--- src/rtl/cmp_search_pkg.sv ---
package cmp_search_pkg;
  typedef logic [7:0] byte_t;

  localparam int FL_SIGN = 7;
  localparam int FL_ZERO = 6;
  localparam int FL_Y    = 5;
  localparam int FL_HALF = 4;
  localparam int FL_X    = 3;
  localparam int FL_PV   = 2;
  localparam int FL_SUB  = 1;
  localparam int FL_CARRY = 0;

  typedef enum logic [0:0] {ST_IDLE = 1'b0, ST_FETCH = 1'b1} fetch_state_e;
endpackage

--- src/rtl/cmp_search_fetch.sv ---
module cmp_search_fetch
  import cmp_search_pkg::*;
#(
  parameter int ADDR_W = 16,
  parameter int CNT_W  = 16
) (
  input  logic              clk,
  input  logic              rst,
  input  logic              start,
  input  byte_t             acc,
  input  logic [ADDR_W-1:0] ptr_in,
  input  logic [CNT_W-1:0]  cnt_in,
  input  logic              carry_in,
  input  logic              dir_down,
  input  logic              repeat_en,
  input  logic              mem_ack,
  output logic              mem_req,
  output logic [ADDR_W-1:0] mem_addr,
  output logic              busy,
  output logic              capture,
  output byte_t             op_acc,
  output logic [CNT_W-1:0]  op_cnt,
  output logic              op_carry,
  output logic              op_dir,
  output logic              op_rep
);
  fetch_state_e state;

  always_ff @(posedge clk) begin
    if (rst) begin
      state    <= ST_IDLE;
      mem_addr <= '0;
      op_acc   <= '0;
      op_cnt   <= '0;
      op_carry <= 1'b0;
      op_dir   <= 1'b0;
      op_rep   <= 1'b0;
    end else begin
      case (state)
        ST_IDLE: if (start) begin
          state    <= ST_FETCH;
          mem_addr <= ptr_in;
          op_acc   <= acc;
          op_cnt   <= cnt_in;
          op_carry <= carry_in;
          op_dir   <= dir_down;
          op_rep   <= repeat_en;
        end
        ST_FETCH: if (mem_ack) state <= ST_IDLE;
        default: state <= ST_IDLE;
      endcase
    end
  end

  assign busy    = (state == ST_FETCH);
  assign mem_req = busy;
  assign capture = busy && mem_ack;
endmodule

--- src/rtl/cmp_search_step_unit.sv ---
module cmp_search_step_unit #(
  parameter int ADDR_W = 16,
  parameter int CNT_W  = 16
) (
  input  logic [ADDR_W-1:0] ptr,
  input  logic [CNT_W-1:0]  cnt,
  input  logic              dir_down,
  output logic [ADDR_W-1:0] ptr_next,
  output logic [CNT_W-1:0]  cnt_next,
  output logic              cnt_live
);
  localparam logic [ADDR_W-1:0] ONE_A = ADDR_W'(1);
  localparam logic [CNT_W-1:0]  ONE_C = CNT_W'(1);

  always_comb begin
    ptr_next = dir_down ? (ptr - ONE_A) : (ptr + ONE_A);
    cnt_next = cnt - ONE_C;
    cnt_live = |cnt_next;
  end
endmodule

--- src/rtl/cmp_search_flags.sv ---
module cmp_search_flags
  import cmp_search_pkg::*;
(
  input  byte_t acc,
  input  byte_t data,
  input  logic  carry_in,
  input  logic  cnt_live,
  input  logic  repeat_en,
  output byte_t flags,
  output logic  rewind
);
  byte_t diff;
  byte_t adj;
  logic  half;

  always_comb begin
    diff = acc - data;
    half = (acc[3:0] < data[3:0]);
    adj  = diff - byte_t'(half);
    flags           = '0;
    flags[FL_SIGN]  = diff[7];
    flags[FL_ZERO]  = (diff == 8'h00);
    flags[FL_Y]     = adj[1];
    flags[FL_HALF]  = half;
    flags[FL_X]     = adj[3];
    flags[FL_PV]    = cnt_live;
    flags[FL_SUB]   = 1'b1;
    flags[FL_CARRY] = carry_in;
    rewind = repeat_en && cnt_live && (diff != 8'h00);
  end
endmodule

--- src/rtl/cmp_search_step.sv ---
module cmp_search_step
  import cmp_search_pkg::*;
#(
  parameter int ADDR_W   = 16,
  parameter int CNT_W    = 16,
  parameter int CYC_W    = 6,
  parameter int BASE_CYC = 16,
  parameter int RPT_CYC  = 5
) (
  input  logic              clk,
  input  logic              rst,
  input  logic              start,
  input  logic [7:0]        acc,
  input  logic [ADDR_W-1:0] ptr_in,
  input  logic [CNT_W-1:0]  cnt_in,
  input  logic [7:0]        flags_in,
  input  logic              dir_down,
  input  logic              repeat_en,
  output logic              mem_req,
  output logic [ADDR_W-1:0] mem_addr,
  input  logic              mem_ack,
  input  logic [7:0]        mem_rdata,
  output logic              busy,
  output logic              done,
  output logic [ADDR_W-1:0] ptr_out,
  output logic [CNT_W-1:0]  cnt_out,
  output logic [7:0]        flags_out,
  output logic              rewind,
  output logic [CYC_W-1:0]  cycles_out
);
  localparam logic [CYC_W-1:0] COST_ONE = CYC_W'(BASE_CYC);
  localparam logic [CYC_W-1:0] COST_RPT = CYC_W'(BASE_CYC + RPT_CYC);

  logic              capture;
  byte_t             op_acc;
  logic [CNT_W-1:0]  op_cnt;
  logic              op_carry, op_dir, op_rep;
  logic [ADDR_W-1:0] ptr_nx;
  logic [CNT_W-1:0]  cnt_nx;
  logic              cnt_live;
  byte_t             flags_nx;
  logic              rewind_nx;

  cmp_search_fetch #(.ADDR_W(ADDR_W), .CNT_W(CNT_W)) u_fetch (
    .clk(clk), .rst(rst), .start(start), .acc(acc), .ptr_in(ptr_in),
    .cnt_in(cnt_in), .carry_in(flags_in[FL_CARRY]), .dir_down(dir_down),
    .repeat_en(repeat_en), .mem_ack(mem_ack), .mem_req(mem_req),
    .mem_addr(mem_addr), .busy(busy), .capture(capture), .op_acc(op_acc),
    .op_cnt(op_cnt), .op_carry(op_carry), .op_dir(op_dir), .op_rep(op_rep)
  );

  cmp_search_step_unit #(.ADDR_W(ADDR_W), .CNT_W(CNT_W)) u_step (
    .ptr(mem_addr), .cnt(op_cnt), .dir_down(op_dir),
    .ptr_next(ptr_nx), .cnt_next(cnt_nx), .cnt_live(cnt_live)
  );

  cmp_search_flags u_flags (
    .acc(op_acc), .data(mem_rdata), .carry_in(op_carry), .cnt_live(cnt_live),
    .repeat_en(op_rep), .flags(flags_nx), .rewind(rewind_nx)
  );

  always_ff @(posedge clk) begin
    if (rst) begin
      done       <= 1'b0;
      ptr_out    <= '0;
      cnt_out    <= '0;
      flags_out  <= '0;
      rewind     <= 1'b0;
      cycles_out <= '0;
    end else begin
      done <= capture;
      if (capture) begin
        ptr_out    <= ptr_nx;
        cnt_out    <= cnt_nx;
        flags_out  <= flags_nx;
        rewind     <= rewind_nx;
        cycles_out <= rewind_nx ? COST_RPT : COST_ONE;
      end
    end
  end
endmodule

--- config.mk ---
export PLATFORM = sky130hd
export DESIGN_NAME = cmp_search_step
export DESIGN_NICKNAME = d
export VERILOG_FILES = /design/src/rtl/cmp_search_pkg.sv /design/src/rtl/cmp_search_fetch.sv /design/src/rtl/cmp_search_step_unit.sv /design/src/rtl/cmp_search_flags.sv /design/src/rtl/cmp_search_step.sv
export SDC_FILE = /design/constraint.sdc
export NUM_CORES = 1
export LEC_CHECK = 0
export ABC_CLOCK_PERIOD_IN_PS = 6000
export BUFFER_PORTS_ARGS = -buffer_cell sky130_fd_sc_hd__buf_2
export CORE_MARGIN = 2
export CORE_UTILIZATION = 35
export DETAILED_ROUTE_END_ITERATION = 10
export MAX_ROUTING_LAYER = met4
export PLACE_DENSITY = 0.7
export SYNTH_ARGS = -nofsm -noshare
export SYNTH_HDL_FRONTEND = slang
export SYNTH_SLANG_ARGS = --single-unit
--- constraint.sdc ---
create_clock -name clk -period 6 [get_ports clk]
set_input_delay 0.3 -clock clk [delete_from_list [all_inputs] [get_ports clk]]
set_output_delay 0.3 -clock clk [all_outputs]
set_load 0.02 [all_outputs]
==> PnR_summary.wiki, run 1 <==
{| class="wikitable"
! Metric !! Value
|-
| Result of the run || completed
|-
| Depth of the worst register-to-register path || 8
|-
| Pin count of the biggest net entering global routing || 47
|-
| Static leakage || 2.47 nW
|-
| Combinational cell fraction of total power || between 10% and 20%
|-
| Synthesized area || 4320 µm²
|-
| Synth top area cells || sky130_fd_sc_hd__dfxtp_1 40%, sky130_fd_sc_hd__nand2_1 12%, sky130_fd_sc_hd__a21oi_1 7.1%
|-
| RSZ-0062 raised after global routing || false
|-
| Share of post-route cells with drive strength above 1 || 22.7%
|-
| Number of buffers on the longest clock path || 2
|-
| Number of synthesized flops with an enable pin || 0
|-
| Layout net count || ~730
|-
| Clock skew || 5.62 ps
|-
| Net Sw Frac || approximately a quarter
|-
| Top-level I/O count || about 130
|-
| Largest area contributor in the synthesized netlist || sky130_fd_sc_hd__dfxtp_1
|-
| Top fanout value on the critical path || 17
|-
| Cts-stage hold buffer count || 0
|-
| Area growth from synthesis to layout || 23.3%
|-
| Pwr Density || 300 nW/µm²
|-
| Final min period || 2740 ps
|-
| Largest vdd supply drop || between 100 and 150 µV
|-
| Maximum clock frequency || between 300 and 400 MHz
|-
| Critical path startpoint category || register
|-
| Core Util, Final || 44.4%
|-
| Reg-to-reg slack, setup || between 3000 and 4000 ps
|-
| Later-pin clock latency in the skew report || between 300 and 400 ps
|-
| Die X || 115 µm
|-
| Share of synthesized area occupied by flip-flops and latches || about two fifths
|-
| Hold Crit Endpoint || u_fetch.op_acc[1]
|-
| Top FF cell, synth || sky130_fd_sc_hd__dfxtp_1
|-
| Aggregate global-route resource usage || between 15 and 20%
|-
| Placed wire-length estimate || 7890 µm
|-
| Drt drc || 0
|-
| Reg-to-reg endpoint || ptr_out[14]
|-
| Placed inst area || ~5000 µm²
|-
| Number of diodes || 0
|-
| Number of DRC violations after detailed-routing iteration 0 || between 200 and 250
|-
| Class of the most critical setup path || reg -> reg
|-
| Root Driver || sky130_fd_sc_hd__clkbuf_16
|-
| Total of max-cap violations || 0
|-
| Vertical die dimension || roughly 120 µm
|-
| Part of the total power dissipated in the clock network || 43.9%
|-
| Distinct cell type count after synthesis || 52
|-
| Vias per Instance || between 4 and 5
|-
| Relative slew margins || a little under a quarter
|-
| CTS tree || done
|-
| Count of filler cells inserted in the layout || about 1200
|-
| Count of instances resized after the clock tree is built || 0
|-
| Via count of the routed design || roughly 3900
|-
| Placement Rows || 40
|-
| Worst hold margin || between 150 and 200 ps
|-
| Final hold violations || 0
|-
| Final period util || a little under half
|-
| Clock slew at the register clock pins of the worst setup and hold paths || roughly 60 ps
|-
| Hold Path Stages || 3
|-
| Average cell area after synthesis || around 7.9 µm²
|-
| Post-detailed-route wirelength per cell || roughly 14 µm
|-
| Transition at the pin with the smallest max-transition slack || ~1100 ps
|-
| Post-route cell area || about 5300 µm²
|-
| Level count of the clock H-tree || 3
|-
| Initial Util || a little over a third
|-
| Total area of multi-input combinational cells || ~2400 µm²
|-
| Antenna violations before repair || 0
|-
| Number of input and output port buffers inserted || between 100 and 150
|-
| Hold Path Class || in -> reg
|-
| Max-slew violation count || 0
|-
| Die Area || approximately 13000 µm²
|-
| Antenna violation net count after detailed routing || 0
|-
| Signal arrival time at the worst endpoint || slightly below 3000 ps
|-
| CORE AREA || between 10000 and 15000 µm²
|-
| Global-route congestion overflow total || 0
|-
| Worst endpoint required time || a little over 6000 ps
|-
| Gpl congestion || 0.842
|-
| Total negative slack || 0 ps
|-
| Flop and latch count out of synthesis || 86
|-
| TritonRoute pass-1 iters || 4
|-
| Number of buffers created by CTS || 9
|-
| First-pass GRT wire length || roughly 18000 µm
|-
| Worst Setup End Kind || register
|-
| Start of the worst register-to-register path || u_fetch.op_dir
|-
| Vias in the first global route || roughly 3700
|-
| Reg power frac || around 40%
|-
| Total net switching power || between 400 and 500 µW
|-
| Proportion of netlist area held by the largest area contributor || between 30% and 40%
|-
| Yosys warning count || 0
|-
| Startpoint of the worst hold path || acc[1]
|-
| Routed wire length || between 10000 and 15000 µm
|-
| Async S/R FF share, synth || 0%
|-
| Number of sinks on the clock net || 86
|-
| Count of endpoints failing setup in the final report || 0
|-
| Count of mapped cells out of synthesis || between 500 and 600
|-
| Setup Fix Bufs, Post-CTS || 0
|-
| Internal portion of total power || 1.18 mW
|-
| Sequential cell area in the final layout || 1720 µm²
|}
[worst max path at each step]
stage | slack [ps] | to | cells past startpoint | start
floorplan | 3630 | ptr_out[12] | 9 | u_fetch.op_dir
global placement | 2990 | ptr_out[14] | 6 | rst
detailed placement | 3000 | ptr_out[14] | 6 | rst
CTS | 3280 | ptr_out[14] | 8 | u_fetch.op_dir
global route | 3030 | ptr_out[15] | 8 | u_fetch.op_dir
finish | 3260 | ptr_out[14] | 8 | u_fetch.op_dir
[stage by stage]
stage / total power [mW] / setup slack (ps) / instances
global route: 1.67 / 3030 / 790
floorplan: 0.833 / 3630 / 546
CTS: 1.61 / 3280 / 790
finish: 1.60 / 3260 / 790
detailed placement: 0.908 / 3000 / 774
global placement: 0.901 / 2990 / 774
[final cells by class]
type / instances / share of cell area (%)
clock buffer: 11 / 4.74
tap: 147 / 3.45
multi-input combinational: 400 / 44.4
clock inverter: 5 / 2.42
inverter: 24 / 1.69
sequential: 86 / 32.3
timing repair buffer: 117 / 11.0
[cell usage after synthesis, drive strengths merged, types with 7 or more instances]
library cell / instances
a21o: 10
a21oi: 62
a22o: 7
buf: 14
clkbuf: 22
dfxtp: 86
ha: 23
inv: 23
nand2: 133
nand3: 11
nor2: 19
nor3: 9
o21ai: 38
xnor2: 21
xor2: 14
[state kept, by name (all words and copies together), names as in the netlist, 8 cells and up]
name / cells
cnt_out: 16
flags_out: 8
ptr_out: 16
u_fetch.mem_addr: 16
u_fetch.op_acc: 8
u_fetch.op_cnt: 16
[routing by layer]
| metal | wire, µm | GRT usage [%] |
|---|---|---|
| met4 | 218 | 9.08 |
| met1 | 5150 | 22.3 |
| met2 | 4950 | 26.7 |
| met5 | 0 | - |
| met3 | 509 | 2.85 |
[critical path, stage by stage, from the launching register on]
cell and delay (ps):
sky130_fd_sc_hd__dfxtp_1 760, sky130_fd_sc_hd__ha_1 390, sky130_fd_sc_hd__nor2b_1 140, sky130_fd_sc_hd__o21a_1 170
sky130_fd_sc_hd__o21ai_0 310, sky130_fd_sc_hd__a21oi_1 210, sky130_fd_sc_hd__a41oi_1 290, sky130_fd_sc_hd__mux2i_1 210
sky130_fd_sc_hd__o311ai_0 130
[cell usage in the layout, fill, tap and decap left out, types with 3 or more instances in the layout]
master                      instances
sky130_fd_sc_hd__nand2_1          133
sky130_fd_sc_hd__buf_2            117
sky130_fd_sc_hd__dfxtp_1           86
sky130_fd_sc_hd__a21oi_1           60
sky130_fd_sc_hd__o21ai_0           38
sky130_fd_sc_hd__inv_1             23
sky130_fd_sc_hd__ha_1              23
sky130_fd_sc_hd__xnor2_1           21
sky130_fd_sc_hd__nor2_1            19
sky130_fd_sc_hd__xor2_1            14
sky130_fd_sc_hd__nand3_1           11
sky130_fd_sc_hd__a21o_1            10
sky130_fd_sc_hd__clkbuf_16          9
sky130_fd_sc_hd__nor3_1             8
sky130_fd_sc_hd__a22o_1             6
sky130_fd_sc_hd__and3_1             4
sky130_fd_sc_hd__o21a_1             4
sky130_fd_sc_hd__bufinv_16          4
sky130_fd_sc_hd__nor2b_1            3
sky130_fd_sc_hd__conb_1             3
[power groups by stage]
stage / Combinational [mW] / Clock [mW] / Sequential (mW)
after floorplan: 0.174 / 0 / 0.659
after global placement: 0.257 / 0 / 0.644
after detailed placement: 0.263 / 0 / 0.645
after CTS: 0.264 / 0.718 / 0.632
after global routing: 0.293 / 0.742 / 0.637
final: 0.263 / 0.701 / 0.633
[cell families (layout without fill, tap and decap cells)]
kind of cell               count (synthesis)  after routing  synth area share [%]
DFF                                       86             86                  39.8
xor gates and xnor gates                  35             35                  7.09
buffers and inverters                     60            157                  6.11
other                                      1              3                0.0867
muxes                                      2              2                 0.463
adders and majority gates                 25             25                  7.58
and+or+nand+nor                          197            197                  19.9
AOI/OAI and AO/OA                        138            138                  18.9
Note: power is estimated with default switching activity, not from simulation.
==> run 2, diff against run 1 <==
--- a/config.mk
+++ b/config.mk
@@ -5,13 +5,14 @@
 export SDC_FILE = /design/constraint.sdc
 export NUM_CORES = 1
 export LEC_CHECK = 0
-export ABC_CLOCK_PERIOD_IN_PS = 6000
+export ABC_AREA = 1
+export ABC_CLOCK_PERIOD_IN_PS = 2380
 export BUFFER_PORTS_ARGS = -buffer_cell sky130_fd_sc_hd__buf_2
 export CORE_MARGIN = 2
 export CORE_UTILIZATION = 35
 export DETAILED_ROUTE_END_ITERATION = 10
 export MAX_ROUTING_LAYER = met4
-export PLACE_DENSITY = 0.7
+export PLACE_DENSITY = 0.72
 export SYNTH_ARGS = -nofsm -noshare
 export SYNTH_HDL_FRONTEND = slang
 export SYNTH_SLANG_ARGS = --single-unit
==> constraint.sdc (replaced) <==
create_clock -name clk -period 2.38 [get_ports clk]
set_input_delay 0.119 -clock clk [delete_from_list [all_inputs] [get_ports clk]]
set_output_delay 0.119 -clock clk [all_outputs]
set_load 0.02 [all_outputs]
==> run 2 against run 1 <==
Synthesized cell count rose by 18%; utilization rose by 1.5 points; sequential power rose to 2.5 times the previous value; setup slack got worse by 3000 ps; wire length rose by 7.1%; total power rose to 2.6 times the previous value; synthesized area rose by 4.0%; critical path type unchanged.
==> PnR_summary.wiki, run 2 <==
{| class="wikitable"
! Metric !! Value
|-
| Result of the run || completed
|-
| Largest area contributor in the synthesized netlist || sky130_fd_sc_hd__dfxtp_1
|-
| TritonRoute pass-1 iters || 4 (unchanged)
|-
| First-pass GRT wire length || 19100 µm (+8.2%)
|-
| Later-pin clock latency in the skew report || 340 ps (about the same)
|-
| Number of buffers created by CTS || 9 (unchanged)
|-
| Leading cell types in the layout, fill and taps excluded || 148 x sky130_fd_sc_hd__nand2_1, 117 x sky130_fd_sc_hd__buf_2, 86 x sky130_fd_sc_hd__dfxtp_1, 82 x sky130_fd_sc_hd__nor2_1, 74 x sky130_fd_sc_hd__o21ai_0
|-
| Worst Setup End Kind || register
|-
| Level count of the clock H-tree || 3 (unchanged)
|-
| Count of mapped cells out of synthesis || 644 (+18%)
|-
| Placement Rows || 41 (+2.5%)
|-
| Routed wire length || 11600 µm (+7.1%)
|-
| Final period util || 89.2% (+44 points)
|-
| RSZ-0062 raised after global routing || false
|-
| Drt drc || 0 (unchanged)
|-
| Initial Util || 35.8% (-0.23 points)
|-
| Count of instances resized after the clock tree is built || 0 (unchanged)
|-
| Count of endpoints failing setup in the final report || 0 (unchanged)
|-
| Commonest non-fill, non-tap cell in the layout || sky130_fd_sc_hd__nand2_1
|-
| Clock skew || 3.10 ps (-2.52 ps)
|-
| Aggregate global-route resource usage || 17.5% (+0.065 points)
|-
| Number of sinks on the clock net || 86 (unchanged)
|-
| Placed wire-length estimate || 8340 µm (+5.8%)
|-
| Largest vdd supply drop || 437 µV (+260%)
|-
| Number of synthesized flops with an enable pin || 0 (unchanged)
|-
| Pwr Density || 715 nW/µm² (+140%)
|-
| Yosys warning count || 0 (unchanged)
|-
| Antenna violations before repair || 0 (unchanged)
|-
| Vias per Instance || 4.60 (-6.6%)
|-
| Top FF cell, synth || sky130_fd_sc_hd__dfxtp_1
|-
| Startpoint of the worst hold path || acc[3]
|-
| Async S/R FF share, synth || 0% (unchanged)
|-
| Flop and latch count out of synthesis || 86 (unchanged)
|-
| Max-slew violation count || 0 (unchanged)
|-
| Antenna violation net count after detailed routing || 0 (unchanged)
|-
| Via count of the routed design || 4369 (+12%)
|-
| Total of max-cap violations || 0 (unchanged)
|-
| Clock slew at the register clock pins of the worst setup and hold paths || 60 ps (about the same)
|-
| Post-detailed-route wirelength per cell || 12.2 µm (-11%)
|-
| Final min period || 2120 ps (-618 ps)
|-
| Relative slew margins || 48.5% (+25 points)
|-
| Top-level I/O count || 128 (unchanged)
|-
| Pin count of the biggest net entering global routing || 51 (+8.5%)
|-
| Vertical die dimension || 117 µm (+1.9%)
|-
| Average cell area after synthesis || 6.98 µm² (-12%)
|-
| Cts-stage hold buffer count || 19 (+19)
|-
| Number of buffers on the longest clock path || 2 (unchanged)
|-
| Worst endpoint required time || 2620 ps (-3580 ps)
|-
| CORE AREA || 12600 µm² (+4.6%)
|-
| Layout net count || 860 (+19%)
|-
| Start of the worst register-to-register path || u_fetch.op_acc[0]
|-
| Leading post-synthesis cells by instance count || 148 x sky130_fd_sc_hd__nand2_1, 86 x sky130_fd_sc_hd__dfxtp_1, 82 x sky130_fd_sc_hd__nor2_1, 74 x sky130_fd_sc_hd__o21ai_0, 66 x sky130_fd_sc_hd__inv_1
|-
| Die X || 117 µm (+1.9%)
|-
| Number of DRC violations after detailed-routing iteration 0 || 308 (+47%)
|-
| Placed inst area || 5230 µm² (+5.6%)
|-
| Root Driver || sky130_fd_sc_hd__clkbuf_16
|-
| Class of the most critical setup path || reg -> reg
|-
| Synth top area cells || sky130_fd_sc_hd__dfxtp_1 38%, sky130_fd_sc_hd__nand2_1 12%, sky130_fd_sc_hd__o21ai_0 8.2%
|-
| Critical path startpoint category || register
|-
| Number of diodes || 0 (unchanged)
|-
| Area growth from synthesis to layout || 28.3%
|-
| Setup Fix Bufs, Post-CTS || 0 (unchanged)
|-
| Static leakage || 2.96 nW (+20%)
|-
| Number of input and output port buffers inserted || 117 (unchanged)
|-
| Distinct cell type count after synthesis || 37 (-29%)
|-
| Hold Path Class || in -> reg
|-
| Most instantiated library cell after synthesis || sky130_fd_sc_hd__nand2_1
|-
| Top fanout value on the critical path || 3 (-14)
|-
| Final hold violations || 0 (unchanged)
|-
| Maximum clock frequency || 471 MHz (+29%)
|-
| Proportion of netlist area held by the largest area contributor || 38.3% (-1.5 points)
|-
| Synthesized area || 4490 µm² (+4.0%)
|-
| Count of filler cells inserted in the layout || 1263 (+4.3%)
|-
| Transition at the pin with the smallest max-transition slack || 771 ps (-367 ps)
|-
| Global-route congestion overflow total || 0 (unchanged)
|-
| Gpl congestion || 0.887 (+5.3%)
|-
| Die Area || 13800 µm² (+3.8%)
|-
| Total negative slack || 0 ps (unchanged)
|-
| Crit. Startpoint || u_fetch.op_acc[0]
|-
| CTS tree || done
|-
| Share of post-route cells with drive strength above 1 || 20.6% (-2.1 points)
|-
| Post-route cell area || 5770 µm² (+8.2%)
|-
| Vias in the first global route || 4039 (+8.0%)
|-
| Share of synthesized area occupied by flip-flops and latches || 38.3% (-1.5 points)
|-
| Signal arrival time at the worst endpoint || 2370 ps (-570 ps)
|}
[run 2: layout make-up]
class / count / area, µm² / share of cell area [%]
Clock buffer: 11 / 243 / 4.21
Clock inverter: 5 / 106 / 1.84
Inverter: 69 / 259 / 4.49
Multi-Input combinational cell: 465 / 2390 / 41.4
Sequential cell: 86 / 1720 / 29.9
Tap cell: 172 / 215 / 3.73
Timing Repair Buffer: 142 / 833 / 14.5
[run 2: report_power, final]
group          internal [mW]  leakage, nW  switching (mW)  total, mW
sequential              1.54        0.706          0.0691       1.61
clock                   1.06        0.166           0.583       1.64
combinational          0.321         2.08           0.554      0.875
[run 2: cell families (layout without fill, tap and decap cells)]
kind of cell	count (synthesis)	after routing	share of synthesized area, %
flops	86	86	38.3
buf+inv	95	227	8.74
other cells	1	3	0.0834
compound gates	137	137	16.6
xor+xnor	7	7	1.53
fa+ha+maj	25	25	7.29
simple gates	293	293	27.5
[run 2: worst paths after layout]
check        slack [ps]                end  cells past startpoint
max                 260      cycles_out[2]                     14
min                   7  u_fetch.op_acc[3]                      3
max reg2reg         260      cycles_out[2]                     14
min reg2reg         450         cnt_out[7]                      2
[run 2: layer usage]
layer | track usage [%] | routed length (µm)
met3 | 4.38 | 575
met1 | 21.9 | 5560
met2 | 28.2 | 5350
met5 | - | 0
met4 | 4.97 | 110
[run 2: through the flow]
stage	total power, mW	setup WS, ps	hold slack [ps]	std cells	utilization (%)
4_1_cts	4.17	270	1.23	950	45.9
6_report	4.12	258	7.50	950	45.9
2_1_floorplan	2.24	446	254	646	-
5_1_grt	4.34	51.3	10.9	950	45.9
3_3_place_gp	2.48	352	342	915	41.6
3_5_place_dp	2.49	292	346	915	41.6
[run 2: worst max-delay path, cell delays in order, from the launching register on]
cell	delay [ps]
sky130_fd_sc_hd__dfxtp_1	310
sky130_fd_sc_hd__inv_1	50
sky130_fd_sc_hd__ha_1	170
sky130_fd_sc_hd__inv_1	100
sky130_fd_sc_hd__fa_1	450
sky130_fd_sc_hd__inv_1	70
sky130_fd_sc_hd__nand2_1	40
sky130_fd_sc_hd__a21oi_1	240
sky130_fd_sc_hd__nand3_1	120
sky130_fd_sc_hd__nor2_1	90
sky130_fd_sc_hd__nand3_1	70
sky130_fd_sc_hd__nor2_1	140
sky130_fd_sc_hd__nor2_1	70
sky130_fd_sc_hd__nand3_2	60
sky130_fd_sc_hd__nand2_2	40
